**src/rtl/phy_seq_pkg.sv**
```systemverilog
package phy_seq_pkg;

  localparam int FIELD_W      = 16;
  localparam int CAP_ADDR_POS = 16;
  localparam int CAP_DATA_POS = 17;
  localparam int COMMIT_POS   = 18;
  localparam int READ_POS     = 19;
  localparam int CTRL_W       = 20;
  localparam int ACK_POS      = 16;
  localparam int STAT_W       = 17;

  typedef enum logic [1:0] {
    FLD_ZERO = 2'd0,
    FLD_ADDR = 2'd1,
    FLD_DATA = 2'd2
  } fld_sel_e;

  // strobes from the sequencer control to the datapath
  typedef struct packed {
    fld_sel_e fldSel;
    logic     capAddr;
    logic     capData;
    logic     wrStb;
    logic     rdStb;
    logic     loadReq;
    logic     grabRead;
    logic     pollClear;
    logic     pollAdvance;
    logic     finishOk;
    logic     finishErr;
  } seq_ctl_s;

endpackage

```
**src/rtl/phy_seq_dp.sv**
```systemverilog
module phy_seq_dp
  import phy_seq_pkg::*;
#(
  parameter int POLL_GAP  = 2,
  parameter int MAX_POLLS = 10
) (
  input  logic                clk,
  input  logic                rstN,
  input  seq_ctl_s            ctl,
  input  logic [FIELD_W-1:0]  reqAddr,
  input  logic [FIELD_W-1:0]  reqData,
  input  logic [STAT_W-1:0]   statWord,
  output logic [CTRL_W-1:0]   ctrlWord,
  output logic [FIELD_W-1:0]  rdData,
  output logic                done,
  output logic                timeoutErr,
  output logic                ackIn,
  output logic                pollDue,
  output logic                pollLast
);

  localparam int POLL_W = (MAX_POLLS > 1) ? $clog2(MAX_POLLS) : 1;
  localparam int GAP_W  = (POLL_GAP > 0) ? $clog2(POLL_GAP + 1) : 1;

  logic [FIELD_W-1:0] addrQ;
  logic [FIELD_W-1:0] dataQ;
  logic [FIELD_W-1:0] rdDataQ;
  logic [FIELD_W-1:0] fieldVal;
  logic [POLL_W-1:0]  pollCnt;
  logic               doneQ;
  logic               errQ;

  // request capture
  always_ff @(posedge clk or negedge rstN) begin
    if (!rstN) begin
      addrQ <= '0;
      dataQ <= '0;
    end else if (ctl.loadReq) begin
      addrQ <= reqAddr;
      dataQ <= reqData;
    end
  end

  // control word assembly
  always_comb begin
    case (ctl.fldSel)
      FLD_ADDR: fieldVal = addrQ;
      FLD_DATA: fieldVal = dataQ;
      default:  fieldVal = '0;
    endcase
  end

  always_comb begin
    ctrlWord                  = '0;
    ctrlWord[FIELD_W-1:0]     = fieldVal;
    ctrlWord[CAP_ADDR_POS]    = ctl.capAddr;
    ctrlWord[CAP_DATA_POS]    = ctl.capData;
    ctrlWord[COMMIT_POS]      = ctl.wrStb;
    ctrlWord[READ_POS]        = ctl.rdStb;
  end

  assign ackIn = statWord[ACK_POS];

  // read data capture
  always_ff @(posedge clk or negedge rstN) begin
    if (!rstN) begin
      rdDataQ <= '0;
    end else if (ctl.grabRead) begin
      rdDataQ <= statWord[FIELD_W-1:0];
    end
  end

  // sample counter
  always_ff @(posedge clk or negedge rstN) begin
    if (!rstN) begin
      pollCnt <= '0;
    end else if (ctl.pollClear) begin
      pollCnt <= '0;
    end else if (ctl.pollAdvance) begin
      pollCnt <= pollCnt + POLL_W'(1);
    end
  end

  assign pollLast = (pollCnt == POLL_W'(MAX_POLLS - 1));

  // gap timer between samples
  generate
    if (POLL_GAP == 0) begin : g_noGap
      assign pollDue = 1'b1;
    end else begin : g_gap
      logic [GAP_W-1:0] gapCnt;
      always_ff @(posedge clk or negedge rstN) begin
        if (!rstN) begin
          gapCnt <= '0;
        end else if (ctl.pollClear) begin
          gapCnt <= '0;
        end else if (ctl.pollAdvance) begin
          gapCnt <= GAP_W'(POLL_GAP);
        end else if (gapCnt != '0) begin
          gapCnt <= gapCnt - GAP_W'(1);
        end
      end
      assign pollDue = (gapCnt == '0);
    end
  endgenerate

  // completion flags
  always_ff @(posedge clk or negedge rstN) begin
    if (!rstN) begin
      doneQ <= 1'b0;
      errQ  <= 1'b0;
    end else begin
      doneQ <= ctl.finishOk | ctl.finishErr;
      errQ  <= ctl.finishErr;
    end
  end

  assign rdData     = rdDataQ;
  assign done       = doneQ;
  assign timeoutErr = errQ;

endmodule

```
**src/rtl/phy_seq_ctrl.sv**
```systemverilog
module phy_seq_ctrl
  import phy_seq_pkg::*;
(
  input  logic     clk,
  input  logic     rstN,
  input  logic     reqValid,
  input  logic     reqWrite,
  input  logic     ackIn,
  input  logic     pollDue,
  input  logic     pollLast,
  output seq_ctl_s ctl,
  output logic     busy
);

  typedef enum logic [3:0] {
    S_IDLE,
    S_ADDR_PUT,
    S_ADDR_CAP,
    S_ADDR_REL,
    S_RD_STB,
    S_RD_REL,
    S_WD_PUT,
    S_WD_CAP,
    S_WD_REL,
    S_WR_STB,
    S_WR_REL,
    S_WR_END,
    S_ABORT
  } seq_state_e;

  seq_state_e state;
  seq_state_e nxt;
  seq_state_e passState;
  logic       writeQ;
  logic       waiting;
  logic       expAck;

  always_ff @(posedge clk or negedge rstN) begin
    if (!rstN) begin
      state  <= S_IDLE;
      writeQ <= 1'b0;
    end else begin
      state <= nxt;
      if (ctl.loadReq) writeQ <= reqWrite;
    end
  end

  always_comb begin
    ctl           = '0;
    ctl.pollClear = 1'b1;
    nxt           = state;
    passState     = state;
    waiting       = 1'b0;
    expAck        = 1'b0;
    case (state)
      S_IDLE: begin
        if (reqValid) begin
          ctl.loadReq = 1'b1;
          nxt         = S_ADDR_PUT;
        end
      end
      S_ADDR_PUT: begin
        ctl.fldSel = FLD_ADDR;
        nxt        = S_ADDR_CAP;
      end
      S_ADDR_CAP: begin
        ctl.fldSel  = FLD_ADDR;
        ctl.capAddr = 1'b1;
        waiting     = 1'b1;
        expAck      = 1'b1;
        passState   = S_ADDR_REL;
      end
      S_ADDR_REL: begin
        ctl.fldSel = FLD_ADDR;
        waiting    = 1'b1;
        passState  = writeQ ? S_WD_PUT : S_RD_STB;
      end
      S_RD_STB: begin
        ctl.rdStb = 1'b1;
        waiting   = 1'b1;
        expAck    = 1'b1;
        passState = S_RD_REL;
      end
      S_RD_REL: begin
        waiting   = 1'b1;
        passState = S_IDLE;
      end
      S_WD_PUT: begin
        ctl.fldSel = FLD_DATA;
        nxt        = S_WD_CAP;
      end
      S_WD_CAP: begin
        ctl.fldSel  = FLD_DATA;
        ctl.capData = 1'b1;
        waiting     = 1'b1;
        expAck      = 1'b1;
        passState   = S_WD_REL;
      end
      S_WD_REL: begin
        ctl.fldSel = FLD_DATA;
        waiting    = 1'b1;
        passState  = S_WR_STB;
      end
      S_WR_STB: begin
        ctl.wrStb = 1'b1;
        waiting   = 1'b1;
        expAck    = 1'b1;
        passState = S_WR_REL;
      end
      S_WR_REL: begin
        ctl.fldSel = FLD_DATA;
        waiting    = 1'b1;
        passState  = S_WR_END;
      end
      S_WR_END: begin
        ctl.finishOk = 1'b1;
        nxt          = S_IDLE;
      end
      S_ABORT: begin
        ctl.finishErr = 1'b1;
        nxt           = S_IDLE;
      end
      default: nxt = S_IDLE;
    endcase

    if (waiting) begin
      ctl.pollClear = 1'b0;
      if (pollDue) begin
        if (ackIn == expAck) begin
          nxt           = passState;
          ctl.pollClear = 1'b1;
          ctl.grabRead  = (state == S_RD_STB);
          ctl.finishOk  = (state == S_RD_REL);
        end else if (pollLast) begin
          nxt           = S_ABORT;
          ctl.pollClear = 1'b1;
        end else begin
          ctl.pollAdvance = 1'b1;
        end
      end
    end
  end

  assign busy = (state != S_IDLE);

endmodule

```
**src/rtl/phy_reg_seq.sv**
```systemverilog
module phy_reg_seq
  import phy_seq_pkg::*;
#(
  parameter int POLL_GAP  = 2,
  parameter int MAX_POLLS = 10
) (
  input  logic        clk,
  input  logic        rstN,
  input  logic        reqValid,
  input  logic        reqWrite,
  input  logic [15:0] reqAddr,
  input  logic [15:0] reqData,
  output logic        busy,
  output logic [19:0] ctrlWord,
  input  logic [16:0] statWord,
  output logic [15:0] rdData,
  output logic        done,
  output logic        timeoutErr
);

  seq_ctl_s ctl;
  logic     ackIn;
  logic     pollDue;
  logic     pollLast;

  phy_seq_ctrl i_ctrl (
    .clk      (clk),
    .rstN     (rstN),
    .reqValid (reqValid),
    .reqWrite (reqWrite),
    .ackIn    (ackIn),
    .pollDue  (pollDue),
    .pollLast (pollLast),
    .ctl      (ctl),
    .busy     (busy)
  );

  phy_seq_dp #(
    .POLL_GAP  (POLL_GAP),
    .MAX_POLLS (MAX_POLLS)
  ) i_dp (
    .clk        (clk),
    .rstN       (rstN),
    .ctl        (ctl),
    .reqAddr    (reqAddr),
    .reqData    (reqData),
    .statWord   (statWord),
    .ctrlWord   (ctrlWord),
    .rdData     (rdData),
    .done       (done),
    .timeoutErr (timeoutErr),
    .ackIn      (ackIn),
    .pollDue    (pollDue),
    .pollLast   (pollLast)
  );

endmodule

```
**config.mk**
```make
export PLATFORM = sky130hd
export DESIGN_NAME = phy_reg_seq
export DESIGN_NICKNAME = d
export VERILOG_FILES = /design/src/rtl/phy_seq_pkg.sv /design/src/rtl/phy_seq_dp.sv /design/src/rtl/phy_seq_ctrl.sv /design/src/rtl/phy_reg_seq.sv
export SDC_FILE = /design/constraint.sdc
export NUM_CORES = 1
export LEC_CHECK = 0
export ABC_AREA = 1
export CAP_MARGIN = 15
export CORE_AREA = 2 2 99 101
export DETAILED_ROUTE_END_ITERATION = 12
export DIE_AREA = 0 0 101 103
export DONT_BUFFER_PORTS = 1
export GPL_TIMING_DRIVEN = 0
export PLACE_DENSITY = 0.47
export SLEW_MARGIN = 20
export SYNTH_ARGS = -nofsm -noshare
export SYNTH_HDL_FRONTEND = slang
export SYNTH_HIERARCHICAL = 1
export SYNTH_SLANG_ARGS = --single-unit
```
**constraint.sdc**
```tcl
create_clock -name clk -period 2.3 [get_ports clk]
set_clock_uncertainty 0.2 [all_clocks]
set_input_delay 0.23 -clock clk [delete_from_list [all_inputs] [get_ports clk]]
set_output_delay 0.23 -clock clk [all_outputs]
set_load 0.05 [all_outputs]
```
Yosys cells after proc, flatten, opt, wreduce, memory -nomap -nowiden
Index checks and enable logic that the tools add are counted.
- eq/ne operators: 17
- $mul: 0
- divide/modulo/power cells: 0
- shift operators: 0
- bitwise gates (word level): 1
- add/subtract/negate cells: 2
- reduce and logical (&&, ||, !) cells: 10
- $lt $le $gt $ge: 0
- multiplexer cells: 33
- operators by type and width (operator ; count):
    $mux 4 ; 9
    $pmux 16 s2 ; 1
    $pmux 4 s8 ; 1
    $eq 4x4->1 const B ; 6
    $eq 4x3->1 const B ; 4
    $mux 1 ; 16
    $pmux 4 s4 ; 1
    $ne 11x11->1 const B ; 1
    $eq 4x2->1 const B ; 2
    $mux 2 ; 4
    $reduce_or 4->1 ; 2
    $reduce_or 8->1 ; 1
    $add 4x1->4 const B ; 1
    $eq 4x1->1 const B ; 1
    $logic_not 4->1 ; 1
    $pmux 2 s2 ; 1
    $reduce_bool 2->1 ; 2
    $reduce_bool 4->1 ; 1
    $reduce_bool 3->1 ; 1
    $reduce_or 3->1 ; 1
    $eq 2x1->1 const B ; 1
    $eq 2x2->1 const B ; 1
    $logic_not 2->1 ; 1
    $sub 2x1->2 const B ; 1
    other kinds (2) ; 2
- bits in latches: 0
- register bits: 61
- bits of input ports: 53
- memory bits (read-only): 0
- RAM bits: 0
- output and inout port bits: 39
- memories: 0
- logic and storage cells: 72

Logic depth before layout (Yosys ltp)
Gate-level depths: netlist (run 1).
- depth after elaboration: 9
- depth in mapped cells: 13
- mapped depth without buffers: 12

By module
Netlist (run 1), hierarchy kept.
- modules (own cells, without submodules) (module ; times used ; area each (µm²) ; sequential area each (µm²) ; cells an instance):
    phy_seq_dp ; 1 ; 2672.6 ; 1401.3 ; 208
    phy_seq_ctrl ; 1 ; 511.7 ; 125.1 ; 85

Worst setup path before layout (run 1)
OpenSTA, ideal clock, no wires.
- kind: reg2out
- start: reg i_ctrl.state[3]
- end: out ctrlWord[0]
- required time: 1.870 ns
- setup slack: -0.366 ns
- cell stages (with the launch flop): 8
- buffers on the path: 2
- data arrival time: 2.236 ns
- cells stage by stage: dfrtp_1 > nor2_4 > inv_2 > o21ai_0 > ha_1 > clkbuf_1 > buf_2 > a21oi_1
- RTL lines (element ; RTL line ; source):
    start, declared ; phy_seq_ctrl.sv:31 ; seq_state_e state;
    start signal, assigned ; phy_seq_ctrl.sv:43 ; state <= nxt;
    end, declared ; phy_reg_seq.sv:14 ; output logic [19:0] ctrlWord,

==> reports/qor.yml, run 1 <==
clocking:
  clockBufferDepth: 2
  cts_tree: "built"
  root_buffer: "clkbuf_8"
  numCtsBuffers: 9
  clk_pin_slew_ns: 0.07
  cts.sinks: 61
  cts-htree-levels: 3
  clk_latency_ns: 0.33
synth:
  synth-main-ff-cell: "dfrtp_1"
  async_flop_share_pct: 100.0
  synthesis.area_um2: 3184
  ys_top_cells_by_count: "nand2_1, dfrtp_1, mux2_4"
  syn-num-nets: 351
  synth_most_common_cell: "nand2_1"
  avgSynthCellArea_um2: 10.87
  synthXorXnorAreaFrac_pct: 0
  synthSimpleGateAreaFrac_pct: 15.17
  netlist_instances: 293
  synth_top_family_by_area: "multiplexers"
  synth_fa_ha_area_share_pct: 1.965
  ys_ff_latch: 61
  ys_types: 29
  yosysTopAreaCellShare_pct: 47.94
  yosys-top-cells-area: "dfrtp_1, mux2_4, nand2_1"
  seq_area_frac_synth_pct: 47.94
  synth_compound_area_share_pct: 4.794
  yosys_warnings: 6
  synth.largest_area_cell: "dfrtp_1"
  synth_edf_count: 0
  muxShareOfSynthArea_pct: 21.69
grt:
  grt.overflow.total: 0
  gr-usage-all-layers_pct: 15.17
  grt_pass1_vias: 2381
  grt_pass1_wl_um: 12090
  antenna_found_initial: 0
  grt_max_degree: 62
pwr:
  total_power_mw: 8.160
  p_leak_nw: 2.212
  p_per_area_nw_per_um2: 1667
  ir_drop_uv: 697.9
placed_design:
  numPortBuffers: 0
  place_hpwl_um: 4721
  gp_congestion: 0.7732
floorplan:
  core_um2: 9459
  dieArea_um2: 10400
  die_h_um: 103
  boundaryPins: 92
  dieWidth_um: 101
  rows: 36
  initial_core_util_pct: 33.66
sta:
  setup_ws_ns: -0.1563
  slew_headroom_pct: 64.37
  worst_pin_slew_ns: 0.5344
  maxSlewViolCount: 0
  fin_crit_ns: 2.456
  rsz0062_at_grt: "true"
  setup_viol: 22
  period_share_pct: 106.8
  hold_viol: 0
  fmax_ghz: 0.4071
worst_setup_path:
  cp-end-kind: "output port"
  max_stage_delay_ns: 0.43
  crit_arrival_ns: 2.03
  critPathRequiredTime_ns: 1.87
  crit_path_max_fanout: 10
  slowest_stage: "dfrtp_2"
  crit_chain: "buf_12, nor2_4, inv_2, nor2_4, inv_1, ha_4, buf_12, a21oi_4"
  r2r_slack_ns: -0.06
  startpoint_type: "flop"
  crit_type: "flop to output port"
cells_and_area:
  utilization_pct: 51.76
  drive_gt1_share_pct: 45.43
  syn2layout_area_growth_pct: 53.75
  nets: 447
  n_antenna_cell: 0
routing:
  ant_nets: 0
  drtIter0Drc: 75
  wl_per_cell_um: 15.57
  viasPerCell: 4.728
  wl_um: 7910
  vias: 2402
  dr.pass1.iters: 4
  drc_errors: 0
flow_run:
  max_cap_violations: 0
run_status:
  failed_checks: "negative setup slack"
  status: "finished with violations"
worst_hold_path:
  hp-class: "input pin to flop"
metrics by stage:
stage          worst slack (ns)  setup TNS, ns  hold WS (ns)  cells  instance area (um2)
5_1_grt                 -0.2515         -5.538        0.2049    508                 4896
6_report                -0.1563         -2.357        0.2080    508                 4896
2_1_floorplan           -0.2101         -1.764       -0.2656    293                 3293
3_5_place_dp            -0.5038         -7.091       -0.2642    407                 3436
4_1_cts                 -0.1928         -3.139        0.1907    495                 4658
3_3_place_gp            -0.5261         -6.961       -0.2643    407                 3436
placed cells by master (no fill, tap or decap), drive strengths merged:
cell type,synthesis,final
a211oi,1,1
a21oi,19,19
buf,15,50
bufinv,0,4
clkbuf,3,11
clkinv,0,2
dfrtp,61,61
dlygate4sd3,0,52
ha,5,5
inv,24,24
mux2,48,48
nand2,69,69
nand3,15,15
nand4,1,1
nor2,19,19
nor3,4,4
o211ai,1,1
o21ai,6,6
o32ai,1,1
or2,1,1
registers in the layout, summed over array words and instances, names as in the netlist:
signal	cells
i_dp/pollCnt	4
i_dp/rdData	16
i_dp/done	1
i_ctrl/writeQ	1
i_dp/timeoutErr	1
i_dp/g_gap.gapCnt	2
i_dp/dataQ	16
i_ctrl/state	4
i_dp/addrQ	16
area by class of cell:
type,instances,area [um2]
Clock buffer,10,137.6
Timing Repair Buffer,87,879.6
Inverter,24,90.09
Multi-Input combinational cell,190,1759
Fill cell,810,4563
Buffer,16,221.5
Tap cell,114,142.6
Clock inverter,6,133.9
Sequential cell,61,1531
layer usage:
layer	GRT usage [%]	part of all wire, %	routed length, um	up-vias
li1	-	-	-	1150
met1	19.12	45	3579	1198
met2	25.44	50	3945	48
met3	4.881	3.9	306	6
met4	3.742	0.99	78	0
met5	0	0	0	-
worst paths after layout:
kind,from,endpoint,cells after the start
min in group asynchronous,rstN,i_dp/addrQ[10],2
hold reg to reg,i_ctrl/writeQ,i_ctrl/writeQ,2
max in group asynchronous,rstN,i_ctrl/state[2],2
setup / recovery,i_ctrl/state[2],ctrlWord[9],8
hold / removal,statWord[16],i_ctrl/state[3],7
setup reg to reg,i_ctrl/state[2],i_dp/rdData[13],14
power by group:
group          leakage [nW]  total [mW]  internal [mW]  switching, mW
sequential            0.749        2.39           1.55          0.833
clock                 0.136        1.30          0.859          0.436
combinational          1.33        4.48           2.04           2.44
worst max-delay path, delay by kind of cell (launching register included):
kind / cells / cell delay, ns
AOI/OAI and AO/OA: 1 / 0.34
adders and majority gates: 1 / 0.25
buffers and inverters: 4 / 0.44
DFF: 1 / 0.43
and+or+nand+nor: 2 / 0.22
kinds of logic (layout without fill, tap and decap cells):
kind of cell	after synthesis	after routing
AO/OA/AOI/OAI	28	28
adder cells (fa/ha/maj)	5	5
buffers and inverters	42	143
flip-flops	61	61
multiplexers	48	48
AND/OR/NAND/NOR	109	109
what timing repair did:
item,in CTS,in global routing
cloned,1,1
endpoints found under the setup margin,26,38
resized for setup,55,33
hold buffers,53,0
hold endpoints to repair,111,0
setup buffers,20,13
pin swaps,22,22
(Power assumes the default switching activity.)
==> run 2: changes to the inputs <==
- clock period: 2.3 -> 3 ns (I/O delays scaled with it)
==> run 2 against run 1 <==
The run now ends clean. Via count is 6.0% lower. Clock-buffer cell count increased by 3. Die area unchanged. Largest cell class unchanged. Highest routed layer unchanged.
==> reports/qor.yml, run 2 (synthesis results as in run 1) <==
worst_setup_path:
  crit_path_max_fanout: 10
  r2r-start: "i_ctrl/state[0]"
  critPathBufInv: 3
  slowest_stage: "dfrtp_1"
  crit_type: "flop to output port"
  critPathRequiredTime_ns: 2.50
  crit_chain: "nor2_4, inv_2, nor2_1, inv_1, ha_1, buf_6, a21oi_4"
  max_stage_delay_ns: 0.49
  r2r_slack_ns: 0.68
  startpoint_type: "flop"
  reg2reg_depth: 10
  cp-end-kind: "output port"
  reg2reg_to: "i_dp/rdData[14]"
  crit_arrival_ns: 2.38
  path_delay_family: "flip-flops"
worst_hold_path:
  min_from: "reqValid"
  worstHoldEndpoint: "i_ctrl/state[0]"
  hp-class: "input pin to flop"
  holdPathStages: 4
floorplan:
  dieWidth_um: 101
  boundaryPins: 92
  dieArea_um2: 10400
  rows: 36
  initial_core_util_pct: 33.66
  die_h_um: 103
  core_um2: 9459
sta:
  worst_pin_slew_ns: 0.6499
  slew_headroom_pct: 56.70
  maxSlewViolCount: 0
  period_share_pct: 95.95
  setup_viol: 0
  hold_viol: 0
  rsz0062_at_grt: "true"
  hold_ws_ns: 0.08885
  fmax_ghz: 0.3474
  fin_crit_ns: 2.879
clocking:
  clk_pin_slew_ns: 0.07
  cts-htree-levels: 3
  root_buffer: "clkbuf_8"
  clk_latency_ns: 0.33
  numCtsBuffers: 9
  post_cts_buffers: 0
  clockBufferDepth: 2
  cts.sinks: 61
  cts_tree: "built"
placed_design:
  placed_area_um2: 3327
  numPortBuffers: 0
  gp_congestion: 0.8436
  place_hpwl_um: 4691
pwr:
  ir_drop_uv: 531.8
  p_per_area_nw_per_um2: 1226
  p_leak_nw: 1.895
  total_power_mw: 5.197
cells_and_area:
  final_common_cell: "nand2_1"
  final_cell_mix: "nand2_1, dfrtp_1, dlygate4sd3_1, mux2_4, inv_1"
  multi_input_area_um2: 1544
  nFillCells: 884
  nets: 413
  n_antenna_cell: 0
  syn2layout_area_growth_pct: 33.12
  regArea_um2: 1528
  fin_area_um2: 4239
  drive_gt1_share_pct: 32.50
grt:
  grt_max_degree: 62
  grt.overflow.total: 0
  gr-usage-all-layers_pct: 14.00
  grt_pass1_vias: 2211
  antenna_found_initial: 0
  grt_pass1_wl_um: 11100
routing:
  drtIter0Drc: 59
  wl_um: 7276
  dr.pass1.iters: 4
  drc_errors: 0
  vias: 2259
  wl_per_cell_um: 15.35
  ant_nets: 0
  viasPerCell: 4.766
flow_run:
  max_cap_violations: 0
run_status:
  status: "completed"
## run 2: cell count changes in the layout (fill, tap and decap cells not counted), moves of 4 or more
cell     previous run  this run
buf_4              29         6
nand2_1            53        65
nand2_4            10         0
buf_6              10         4
a21oi_2             1         5
a21oi_4            16        12
nor2_1             11        15
nor2_4              6         2
## run 2: repair_timing
item | CTS | global route
hold buffers | 52 | 0
resized for setup | 27 | 7
endpoints found under the setup margin | 16 | 16
hold endpoints to repair | 110 | 0
pin swaps | 0 | 2
## run 2: per-stage QoR
step / instances / setup TNS, ns / utilization [%] / setup slack [ns]
2_1_floorplan: 293 / 0 / - / 0.2639
3_3_place_gp: 407 / -0.7569 / 35.17 / -0.1067
3_5_place_dp: 407 / -0.9207 / 35.17 / -0.1144
4_1_cts: 475 / -0.7930 / 44.52 / -0.2292
5_1_grt: 474 / -0.002685 / 44.81 / -0.001645
6_report: 474 / 0 / 44.81 / 0.1215
## run 2: final cells by class
class / instances / share of cell area [%]
Buffer: 17 / 4.368
Multi-Input combinational cell: 190 / 36.42
Inverter: 24 / 2.125
Clock buffer: 13 / 3.985
Tap cell: 114 / 3.365
Sequential cell: 61 / 36.04
Clock inverter: 3 / 1.004
Timing Repair Buffer: 52 / 12.69
## run 2: layer usage
metal	vias to the layer above	routed length [um]	GRT usage, %
met3	10	371	4.136
met2	58	3440	21.74
met4	0	100	4.990
met1	1113	3363	18.64
li1	1078	-	-
met5	-	0	0
## run 2: how the worst max path moves through the flow
stage	from	cells after the start	endpoint	slack [ns]
floorplan	i_ctrl/state[3]	7	ctrlWord[0]	0.26
global placement	i_ctrl/state[2]	8	ctrlWord[6]	-0.11
detailed placement	i_ctrl/state[3]	7	ctrlWord[6]	-0.11
CTS	i_ctrl/state[2]	7	ctrlWord[5]	-0.23
global route	i_ctrl/state[3]	7	ctrlWord[7]	-0.002
finish	i_ctrl/state[3]	7	ctrlWord[15]	0.12
## run 2: tightest hold or removal path: stages
cell,delay [ns]
nand3_1,0.10
nand3_1,0.08
nand2_1,0.06
nand2_1,0.04
## run 2: power breakdown
part | switching, mW | internal [mW]
registers | 0.613 | 1.19
logic | 1.59 | 1.03
clock network | 0.328 | 0.451
